===== src/rtl/iocell_pkg.sv =====
package iocell_pkg;
  localparam int unsigned OE_SEL_W = 3;

  typedef enum logic [OE_SEL_W-1:0] {
    OE_SRC_PTERM = 3'd0,
    OE_SRC_G0    = 3'd1,
    OE_SRC_G1    = 3'd2,
    OE_SRC_G2    = 3'd3,
    OE_SRC_G3    = 3'd4,
    OE_SRC_RSVD  = 3'd5,
    OE_SRC_ON    = 3'd6,
    OE_SRC_OFF   = 3'd7
  } oe_src_e;

  typedef struct packed {
    logic out;
    logic oe;
    logic pu;
  } pad_drv_t;
endpackage


===== src/rtl/iocell_gts_pol.sv =====
module iocell_gts_pol #(
  parameter int unsigned NUM_GTS = 4
) (
  input  logic [NUM_GTS-1:0] gts_i,
  input  logic [NUM_GTS-1:0] inv_i,
  output logic [NUM_GTS-1:0] gts_o
);
  for (genvar g = 0; g < NUM_GTS; g++) begin : g_pol
    assign gts_o[g] = gts_i[g] ^ inv_i[g];
  end
endmodule


===== src/rtl/iocell_oe_mux.sv =====
module iocell_oe_mux
  import iocell_pkg::*;
#(
  parameter int unsigned NUM_GTS = 4
) (
  input  logic [OE_SEL_W-1:0] sel_i,
  input  logic                pt_oe_i,
  input  logic [NUM_GTS-1:0]  gts_i,
  output logic                oe_o
);
  localparam int unsigned GTS_FIRST = 1;

  logic gts_pick;

  always_comb begin
    gts_pick = 1'b0;
    for (int unsigned k = 0; k < NUM_GTS; k++) begin
      if (int'(sel_i) == int'(k + GTS_FIRST)) gts_pick = gts_i[k];
    end
  end

  always_comb begin
    unique case (oe_src_e'(sel_i))
      OE_SRC_PTERM: oe_o = pt_oe_i;
      OE_SRC_G0,
      OE_SRC_G1,
      OE_SRC_G2,
      OE_SRC_G3:    oe_o = gts_pick;
      OE_SRC_ON:    oe_o = 1'b1;
      default:      oe_o = 1'b0;
    endcase
  end
endmodule


===== src/rtl/iocell_drive.sv =====
module iocell_drive
  import iocell_pkg::*;
(
  input  logic clk_i,
  input  logic rst_ni,
  input  logic data_i,
  input  logic oe_i,
  input  logic gnd_i,
  input  logic prog_i,
  output logic pad_o,
  output logic pad_oe_o,
  output logic pad_pu_o
);
  pad_drv_t nxt, cur;

  // priority: ground tie, then programming pull-up, then normal path
  always_comb begin
    if (gnd_i)       nxt = '{out: 1'b0,   oe: 1'b1, pu: 1'b0};
    else if (prog_i) nxt = '{out: 1'b1,   oe: 1'b0, pu: 1'b1};
    else             nxt = '{out: data_i, oe: oe_i, pu: 1'b0};
  end

  always_ff @(posedge clk_i or negedge rst_ni) begin
    if (!rst_ni) cur <= '0;
    else         cur <= nxt;
  end

  assign pad_o    = cur.out;
  assign pad_oe_o = cur.oe;
  assign pad_pu_o = cur.pu;

  logic past_ok;
  always_ff @(posedge clk_i or negedge rst_ni) begin
    if (!rst_ni) past_ok <= 1'b0;
    else         past_ok <= 1'b1;
  end

  p_gnd_tie_r6: assert property (@(posedge clk_i) disable iff (!rst_ni)
    past_ok && gnd_i |=> pad_oe_o && !pad_o && !pad_pu_o);
  p_gnd_over_prog_r10: assert property (@(posedge clk_i) disable iff (!rst_ni)
    past_ok && gnd_i && prog_i |=> !pad_pu_o && pad_oe_o);
  p_prog_pullup_r7: assert property (@(posedge clk_i) disable iff (!rst_ni)
    past_ok && prog_i && !gnd_i |=> pad_pu_o && !pad_oe_o && pad_o);
  p_pu_detached_r8: assert property (@(posedge clk_i) disable iff (!rst_ni)
    past_ok && !prog_i |=> !pad_pu_o);
  p_pu_excl_oe_r7: assert property (@(posedge clk_i) disable iff (!rst_ni)
    !(pad_pu_o && pad_oe_o));
endmodule


===== src/rtl/iocell_pad_ctrl.sv =====
module iocell_pad_ctrl
  import iocell_pkg::*;
#(
  parameter int unsigned NUM_GTS = 4
) (
  input  logic                clk_i,
  input  logic                rst_ni,
  input  logic                data_i,
  input  logic                pt_oe_i,
  input  logic [NUM_GTS-1:0]  gts_i,
  input  logic                prog_i,
  input  logic [OE_SEL_W-1:0] cfg_oe_sel_i,
  input  logic [NUM_GTS-1:0]  cfg_gts_inv_i,
  input  logic                cfg_gnd_i,
  input  logic                pad_i,
  output logic                pad_o,
  output logic                pad_oe_o,
  output logic                pad_pu_o,
  output logic                in_o
);
  logic [NUM_GTS-1:0] gts_pol;
  logic               oe_sel;

  iocell_gts_pol #(.NUM_GTS(NUM_GTS)) u_pol (
    .gts_i (gts_i),
    .inv_i (cfg_gts_inv_i),
    .gts_o (gts_pol)
  );

  iocell_oe_mux #(.NUM_GTS(NUM_GTS)) u_mux (
    .sel_i   (cfg_oe_sel_i),
    .pt_oe_i (pt_oe_i),
    .gts_i   (gts_pol),
    .oe_o    (oe_sel)
  );

  iocell_drive u_drv (
    .clk_i    (clk_i),
    .rst_ni   (rst_ni),
    .data_i   (data_i),
    .oe_i     (oe_sel),
    .gnd_i    (cfg_gnd_i),
    .prog_i   (prog_i),
    .pad_o    (pad_o),
    .pad_oe_o (pad_oe_o),
    .pad_pu_o (pad_pu_o)
  );

  // pin value seen by logic: pull-up, else own drive, else external
  assign in_o = pad_pu_o ? 1'b1 : (pad_oe_o ? pad_o : pad_i);

  logic past_ok;
  always_ff @(posedge clk_i or negedge rst_ni) begin
    if (!rst_ni) past_ok <= 1'b0;
    else         past_ok <= 1'b1;
  end

  logic normal;
  assign normal = !cfg_gnd_i && !prog_i;

  p_pterm_path_r2: assert property (@(posedge clk_i) disable iff (!rst_ni)
    past_ok && normal && cfg_oe_sel_i == OE_SRC_PTERM
    |=> pad_oe_o == $past(pt_oe_i) && pad_o == $past(data_i));
  p_const_on_r5: assert property (@(posedge clk_i) disable iff (!rst_ni)
    past_ok && normal && cfg_oe_sel_i == OE_SRC_ON |=> pad_oe_o);
  p_const_off_r5: assert property (@(posedge clk_i) disable iff (!rst_ni)
    past_ok && normal && cfg_oe_sel_i == OE_SRC_OFF |=> !pad_oe_o);
  p_rsvd_off_r3: assert property (@(posedge clk_i) disable iff (!rst_ni)
    past_ok && normal && cfg_oe_sel_i == OE_SRC_RSVD |=> !pad_oe_o);
  p_gts0_r4: assert property (@(posedge clk_i) disable iff (!rst_ni)
    past_ok && normal && cfg_oe_sel_i == OE_SRC_G0
    |=> pad_oe_o == $past(gts_i[0] ^ cfg_gts_inv_i[0]));
  p_in_resolve_r9: assert property (@(posedge clk_i) disable iff (!rst_ni)
    !pad_pu_o |-> in_o == (pad_oe_o ? pad_o : pad_i));
  p_in_prog_r7: assert property (@(posedge clk_i) disable iff (!rst_ni)
    pad_pu_o |-> in_o);
endmodule


===== config.mk =====
export PLATFORM = sky130hd
export DESIGN_NAME = iocell_pad_ctrl
export DESIGN_NICKNAME = d
export VERILOG_FILES = /design/src/rtl/iocell_pkg.sv /design/src/rtl/iocell_gts_pol.sv /design/src/rtl/iocell_oe_mux.sv /design/src/rtl/iocell_drive.sv /design/src/rtl/iocell_pad_ctrl.sv
export SDC_FILE = /design/constraint.sdc
export NUM_CORES = 1
export LEC_CHECK = 0
export BUFFER_PORTS_ARGS = -buffer_cell sky130_fd_sc_hd__buf_4
export CORE_AREA = 2 2 39 41
export DETAILED_ROUTE_END_ITERATION = 12
export DIE_AREA = 0 0 41 43
export HOLD_SLACK_MARGIN = 0.08
export PLACE_DENSITY = 0.5
export SYNTH_ARGS = -nofsm -noshare
export SYNTH_HDL_FRONTEND = slang
export SYNTH_SLANG_ARGS = --single-unit

===== constraint.sdc =====
create_clock -name clk_i -period 0.8 [get_ports clk_i]
set_input_delay 0.08 -clock clk_i [delete_from_list [all_inputs] [get_ports clk_i]]
set_output_delay 0.08 -clock clk_i [all_outputs]
set_load 0.01 [all_outputs]

==> impl_results.md, run 1 <==
- Status: finished, violations left
- Failing checks: setup timing
- Routed wire length on met2: 362 um
- Worst Hold End: u_drv.pad_oe_o
- M1 WL: 246 um
- Vias/cell: roughly 4.3
- Slew margin rel.: 0.8732
- CTS sink count: 3
- Die Wd: just over 40 um
- GP Congestion: 0.7154
- Internal power: 474.0 uW
- Num CTS Buffers: 3
- Share of layout cells above drive strength 1: 0.5490
- Initial DRC count: 1
- Pwr per Cell Area: approximately 1400 mW/mm2
- Max-cap violations: 0
- Crit path kind: reg2out
- Hold path depth: 3
- Die Height: 43 um
- WP data required: between 0.7 and 0.8 ns
- Root buf cell: clkbuf_4
- CP max FO: 2
- Nets@finish: 70
- Final period utilization: 1.388
- Vias: 285
- Routed WL: 731 um
- RSZ-0062 raised after global routing: true
- XOR/XNOR Fraction of Synth Area: 0.1772
- Cell taking the most area after synthesis: dfrtp_1
- HP Start: cfg_gnd_i
- Multi-input logic area: 130.1 um2
- Peak VDD IR: 0.0003618 V
- Global-route wire length before repair: 993 um
- Die area: 0.001763 mm2
- Ranking of synthesized cells by area: dfrtp_1, xor2_1, nor2b_1, a2111o_1, nor2_1
- Post-synthesis adder-cell area fraction: 0
- DR top layer: met4
- Worst Max-Slew Pin Slew: 0.1887 ns
- Total track usage: 0.09639
- Startpoint Class: register
- Clock network power share: 0.443
- Psw: 167.0 uW
- Crit. End Element: output pin
- Largest family of logic cells by synthesized area: simple AND/OR/NAND/NOR gates
- Number of diodes: 0
- Synth warnings: 0
- Post-synthesis compound-gate area fraction: 0.1835
- Placed cells: 60
- Area Growth Syn to Fin: 137.3%
- Setup Viol. Count Final: 4
- IO Port Bufs: 21
- Fmax: ~900 MHz
- Final hold violations: 0
- Final setup margin: -0.3103 ns
- H-tree depth: 1
- Grt total ovfl: 0
- Dpl cell area: about 400 um2
- Reg clk slew, reported paths: 0.04 ns
- Final worst path period need: between 1 and 1.5 ns
- CORE AREA: around 0.0014 mm2
- Setup TNS: -0.4169 ns
- Cell count after synthesis: 20
- Rows: 14
- Leakage Power: 0.0002235 uW
- Final Instance Area: 469.2 um2
- Comb pwr share: 0.293
- Final ANT Viol Nets: 0
- Top cell type's share of synthesized area: 0.3797
- Post-synthesis mux area share: 0
- Final Total Pwr: 640.9 uW
- Avg Cell Area, Syn: 9.885 um2
- Mapped Nets: 38
- Flops & latches, synth: 3
- Pre-antenna DRT Iters: 2
- HPWL Detailed: 525 um
- Initial antenna violation count: 0
- Top-Level Pins: 22
- Yosys cell types: 12
- Flop pwr share: 0.264
- Starting Density: 0.1429
- Area share of and/or/nand/nor cells after synthesis: 0.2595
- Register area share after synthesis: 0.3797
- Cell Count, Final, Fillers Out: 67
- Post-CTS Setup Bufs: 0
- # DRC: 0
- Largest net degree at the start of global routing: 5
- CP arrival: slightly above 1 ns
- Sequential Area: ~75 um2
- Worst hold path type: in2reg
- Commonest non-fill, non-tap cell in the layout: buf_4
- Metal3 WL: around 48 um
- Layout Utilization: 0.3391
- Avg WL per Cell: 10.91 um
- Vias in the first global route: 271
- Max-slew violation count: 0
- TritonCTS clock tree: built
- Bufs on Longest Clock Path: 2
- Setup crit start: u_drv.pad_o
- Sw frac: 0.2605
- Number of fill cells: 144
- Mapped cell area: 197.7 um2
## worst max path at each step
stage,to,slack (ns),depth (start not counted)
final,in_o,-0.31,2
after detailed placement,u_drv.pad_oe_o,-0.16,4
after floorplan,in_o,-0.006,1
after global routing,in_o,-0.35,3
after CTS,in_o,-0.32,2
after global placement,u_drv.pad_oe_o,-0.14,4
## repair_timing
action	in CTS	in global routing
setup endpoints to repair	4	5
gates resized for setup	2	1
hold endpoints to repair	6	2
hold buffers	3	1
## state kept, by name, indices dropped and copies added (netlist names)
register / cells
u_drv.pad_o: 1
u_drv.pad_pu_o: 1
u_drv.pad_oe_o: 1
## layer usage
layer	global-route usage	vias to the layer above
li1	-	136
met2	0.1281	13
met4	0.1600	0
met1	0.06752	128
met5	0	-
met3	0.05236	8
## through the flow
stage | hold WS (ns) | setup slack (ns)
after CTS | 0.08600 | -0.3181
after global routing | 0.06727 | -0.3521
after global placement | -0.1287 | -0.1422
final | 0.07456 | -0.3103
after detailed placement | -0.1271 | -0.1564
after floorplan | -0.2156 | -0.005828
## worst max-delay path: stages, from the launching register on
cell and delay [ns]:
dfrtp_1 0.37, a211o_1 0.30, buf_6 0.12
## kinds of logic (layout without fill, tap and decap cells)
kind of cell | count (synthesis) | after routing
AOI/OAI and AO/OA | 4 | 4
xor gates and xnor gates | 4 | 4
buffers and inverters | 0 | 31
DFF | 3 | 3
and+or+nand+nor | 9 | 9
## synthesized netlist by cell type (all sizes together)
| master | instances |
|---|---|
| dfrtp | 3 |
| nor2 | 3 |
| nor2b | 3 |
| xor2 | 3 |
| a2111o | 1 |
| a211o | 1 |
| a41oi | 1 |
| nand4b | 1 |
| nor3 | 1 |
| nor3b | 1 |
| o211ai | 1 |
| xnor2 | 1 |
## cell type report
| type | instances | area share |
|---|---|---|
| Tap cell | 16 | 0.04267 |
| Timing Repair Buffer | 27 | 0.4640 |
| Sequential cell | 3 | 0.1600 |
| Clock buffer | 4 | 0.05600 |
| Multi-Input combinational cell | 17 | 0.2773 |
## power groups by stage
stage                     logic [uW]  clock network (uW)  registers [uW]
after CTS                        184                 291             169
after floorplan                 43.5                   0             175
final                            188                 284             169
after global placement           166                   0             171
after global routing             205                 314             170
after detailed placement         165                   0             171
No activity file was read; power rests on OpenSTA's default activity.
==> run 2: changes to the inputs <==
- ABC_AREA: default -> 1
- PLACE_DENSITY: 0.5 -> 0.54
==> run 2 against run 1 <==
Net effect: the flow still finishes with violations (setup timing); combinational power grew 7%; fmax increased by 8.7%; via count rose by 23%; critical path depth is 1 higher; utilization up 2.9 points; area after synthesis grew 25%; worst hold slack improved by 0.030 ns; synthesized cell count up 120%; flip-flop and latch count is the same; critical endpoint unchanged.
==> impl_results.md, run 2 <==
- Max-slew violation count: 0
- # DRC: 0
- Psw: 161.8 uW
- WP data required: 0.72 ns
- Area Growth Syn to Fin: 105.6%
- Grt total ovfl: 0
- Final period utilization: 1.277
- Largest net degree at the start of global routing: 4
- Bufs on Longest Clock Path: 2
- Failing checks: setup timing
- Status: finished, violations left
- Vias: 351
- Setup TNS: -0.3940 ns
- Ranking of synthesized cells by area: dfrtp_1, inv_1, nand2_1, nand3_1, nor2_1
- Die Wd: slightly above 40 um
- Flop pwr share: 0.267
- Setup Viol. Count Final: 5
- Global-route wire length before repair: around 1.2 mm
- Number of enable flip-flop cells after synthesis: 0
- Register area share after synthesis: 0.3030
- HPWL Detailed: 492.1 um
- Mapped cell area: ~250 um2
- Most frequent cells after synthesis: inv_1, nand2_1, nand3_1
- Pre-antenna DRT Iters: 1
- Root buf cell: clkbuf_4
- Routed WL: approximately 620 um
- FFs w/ async S/R, synth: 1.000
- Rows: 14
- GP Congestion: 0.6291
- Synth warnings: 0
- Total track usage: 0.1024
- Final worst path period need: 1.022 ns
- Avg Cell Area, Syn: 5.630 um2
- H-tree depth: 1
- Flops & latches, synth: 3
- Commonest cells after routing, fill and taps aside: buf_4, inv_1, nand2_1
- Placed cells: just over 80
- CORE AREA: 0.001384 mm2
- Top cell type's share of synthesized area: 0.3030
- Cell Count, Final, Fillers Out: 90
- Initial DRC count: 0
- Pwr per Cell Area: 1251 mW/mm2
- Die Height: 43 um
- Num CTS Buffers: 3
- TritonCTS clock tree: built
- Final ANT Viol Nets: 0
- Leakage Power: ~0.00031 uW
- Vias/cell: 3.900
- Reg clk slew, reported paths: 0.04 ns
- Nets@finish: 93
- RSZ-0062 raised after global routing: true
- Max-cap violations: 0
- Die area: 0.001763 mm2
- CP arrival: between 0.9 and 1 ns
- Yosys cell types: 10
- IO Port Bufs: 21
- Final hold violations: 0
- Number of diodes: 0
- CP max FO: 3
- Worst hold path type: in2reg
- Share of layout cells above drive strength 1: 0.3919
- Worst Max-Slew Pin Slew: 0.1102 ns
- Commonest non-fill, non-tap cell in the layout: buf_4
- Final Total Pwr: 636.8 uW
- Cell count after synthesis: 44
- Crit. End Element: output pin
- Vias in the first global route: 322
- Slew margin rel.: 0.9265
- Clock network power share: 0.416
- Sw frac: 0.2541
- Comb pwr share: 0.317
- CTS sink count: 3
- Cell taking the most area after synthesis: dfrtp_1
- Top-count cell post-synth: inv_1
- Avg WL per Cell: 6.900 um
- Peak VDD IR: 0.0005284 V
- Mapped Nets: 62
- Post-synth top flop: dfrtp_1
- Final setup margin: -0.2217 ns
- Fmax: 978.8 MHz
- Initial antenna violation count: 0
- Starting Density: 0.1790
- Internal power: 475.0 uW
- Crit path kind: reg2out
- Top-Level Pins: 22
- Startpoint Class: register
- Pre-CTS WS: -0.01012 ns
-- run 2: cell types whose count changed after synthesis, moves of 3 or more --
cell and change:
inv_1 +14, nand2_1 +13, nand3_1 +5, nor2b_1 -3
xor2_1 -3
-- run 2: cells by family (layout without fill, tap and decap cells) --
group	Yosys count	after routing	synth area share
simple gates	22	22	0.3586
buf+inv	15	45	0.2273
compound gates	4	4	0.1111
flops	3	3	0.3030
-- run 2: power by group through the flow --
| stage | logic, uW | registers (uW) | clock network, uW |
|---|---|---|---|
| CTS | 202 | 170 | 278 |
| global placement | 172 | 171 | 0 |
| detailed placement | 173 | 172 | 0 |
| global route | 230 | 171 | 306 |
| floorplan | 61.4 | 177 | 0 |
| finish | 202 | 170 | 265 |
-- run 2: through the flow --
stage	area (um2)	hold WS, ns	util
3_5_place_dp	425.4	-0.1304	0.3074
3_3_place_gp	425.4	-0.1299	0.3074
5_1_grt	509.2	0.09596	0.3680
4_1_cts	506.7	0.08557	0.3662
6_report	509.2	0.1042	0.3680
2_1_floorplan	247.7	-0.2156	-
-- run 2: cell type report --
type | instances | area (um2)
well taps | 16 | 20.02
clock buffers | 4 | 26.28
inverters | 15 | 56.30
multi-input cells | 26 | 118.9
fillers | 169 | 874.6
repair buffers | 26 | 212.7
flip-flops and latches | 3 | 75.07
-- run 2: worst paths after layout --
kind	from	to	slack, ns	cells after the start
max	u_drv.pad_oe_o	in_o	-0.22	3
min	prog_i	u_drv.pad_pu_o	0.10	3
max in group asynchronous	rst_ni	u_drv.pad_pu_o	0.52	2
min in group asynchronous	rst_ni	u_drv.pad_o	0.19	2
-- run 2: routing by layer --
layer	up-vias	track usage	share of wire
li1	186	-	-
met1	150	0.09646	0.37
met2	15	0.1594	0.52
met3	0	0.04712	0.11
met4	0	0.08000	0
met5	-	0	0
-- run 2: timing repair --
action	4_1_cts	5_1_grt
pin swaps	1	1
resized for setup	3	1
endpoints found under the hold margin	5	2
setup buffers	1	0
setup endpoints to repair	4	5
hold buffers	4	1
-- run 2: worst max-delay path, stage by stage, from the launching register on --
cell	delay (ns)
dfrtp_1	0.38
a21oi_1	0.12
o21ai_1	0.07
buf_4	0.14
==> run 3: changes to the inputs <==
- clock period: 0.8 -> 1.1 ns (I/O delays scaled with it)
==> run 3 against run 2 <==
Net effect: the run now ends clean; worst setup slack better by 0.28 ns; via count is 2.6% lower; global-route usage down 0.90 points; flip-flop and latch count unchanged; combinational power fell by 33%; power decreased by 29%; critical endpoint unchanged; largest cell class unchanged; largest power group unchanged; highest routed layer unchanged.
==> impl_results.md, run 3 (synthesis gave the netlist of run 2 again) <==
- Status: complete, no violations
- Max-slew violation count: 0
- Worst Max-Slew Pin Slew: 0.1505 ns
- WP data required: 0.99 ns
- Largest net degree at the start of global routing: 4
- Crit. End Element: output pin
- Vias in the first global route: 300
- Bufs on Longest Clock Path: 2
- Crit-path cells: a21oi_1 -> o21ai_1 -> buf_4
- Commonest cells after routing, fill and taps aside: buf_4, inv_1, nand2_1
- Number of fill cells: 173
- CTS sink count: 3
- RSZ-0062 raised after global routing: true
- Final worst path period need: 1.046 ns
- Vias: approximately 340
- CP arrival: 0.94 ns
- Root buf cell: clkbuf_4
- Rows: 14
- Final period utilization: 0.9506
- Top-Level Pins: 22
- Area Growth Syn to Fin: 93.43%
- Total track usage: 0.09337
- Global-route wire length before repair: 1.076 mm
- Die area: 0.001763 mm2
- Slew margin rel.: 0.8993
- Starting Density: 0.1790
- Initial DRC count: 2
- Layout Utilization: 0.3463
- Leakage Power: between 0.0003 and 0.0004 uW
- Commonest non-fill, non-tap cell in the layout: buf_4
- Setup TNS: 0 ns
- Avg WL per Cell: 6.557 um
- Number of diodes: 0
- TritonCTS clock tree: built
- Startpoint Class: register
- CORE AREA: 0.001384 mm2
- Peak VDD IR: ~0.00038 V
- Vias/cell: 3.886
- Slowest Stage Delay on Critical Path: 0.36 ns
- Worst path slowest cell: dfrtp_1
- Setup crit start: u_drv.pad_o
- Cell Count, Final, Fillers Out: 88
- Max-cap violations: 0
- Nets@finish: 91
- Reg clk slew, reported paths: 0.04 ns
- Grt total ovfl: 0
- Die Wd: 41 um
- Pwr per Cell Area: between 900 and 1000 mW/mm2
- Share of layout cells above drive strength 1: 0.3889
- H-tree depth: 1
- Routed WL: 577 um
- Die Height: roughly 43 um
- # DRC: 0
- Num CTS Buffers: 3
- Pre-antenna DRT Iters: 2
- Setup Viol. Count Final: 0
- Fmax: 956.3 MHz
- Crit path kind: reg2out
- Placed cells: 81
- GP Congestion: 0.6291
- CP max FO: 2
- Final hold violations: 0
- IO Port Bufs: 21
- Initial antenna violation count: 0
- HP Start: data_i
- Worst hold path type: in2reg
- HPWL Detailed: 492.1 um
- Final ANT Viol Nets: 0
run 3: changes by cell type in the layout (fill, tap and decap cells not counted):
cell           change
buf_4              +2
buf_6              -2
dlygate4sd3_1      -2
nor2_1             +1
nor2_2             -1
run 3: per-stage QoR:
step	hold WS (ns)	setup WS, ns	cell area, um2	power, uW
finish	0.09860	0.05435	479.2	451.3
global route	0.1008	-0.02088	479.2	502.8
CTS	0.09150	0.008317	471.7	457.6
detailed placement	-0.1004	0.2599	425.4	250.9
global placement	-0.09994	0.2736	425.4	249.2
floorplan	-0.1856	0.2942	247.7	173.1
run 3: layout make-up:
cell class | instances | area, um2 | share of cell area
multi-input combinational | 26 | 116.4 | 0.2428
sequential | 3 | 75.07 | 0.1567
inverter | 15 | 56.30 | 0.1175
timing repair buffer | 24 | 185.2 | 0.3864
clock buffer | 4 | 26.28 | 0.05483
tap | 16 | 20.02 | 0.04178
run 3: layer usage:
metal  track usage  vias up  routed length (um)
met5             0        -                   0
met4       0.08000        0                   0
met3       0.04712        0                  64
met2        0.1313       15                 279
met1       0.09646      144                 233
li1              -      183                   -
run 3: critical path: cells and delay by family (launching register included):
kind                   cells  cell delay [ns]
AOI/OAI and AO/OA          2             0.20
buffers and inverters      1             0.14
DFF                        1             0.36
run 3: worst paths after layout:
kind | depth (start not counted) | slack [ns] | end
max | 3 | 0.05 | in_o
min | 3 | 0.1 | u_drv.pad_o
max in group asynchronous | 2 | 0.79 | u_drv.pad_pu_o
min in group asynchronous | 2 | 0.22 | u_drv.pad_o
run 3: where the power goes:
part / total [uW] / switching, uW / leakage, uW / internal [uW]
Clock: 192 / 56.3 / 0.0000150 / 136
Combinational: 136 / 53.5 / 0.000251 / 82.3
Sequential: 123 / 4.47 / 0.0000367 / 119
Total: 451 / 114 / 0.000302 / 337
run 3: what timing repair did:
action / 4_1_cts / 5_1_grt
resized for setup: 0 / 1
hold buffers: 2 / 0
buffers inserted: 0 / 1
setup endpoints to repair: 0 / 1
endpoints found under the hold margin: 5 / 0
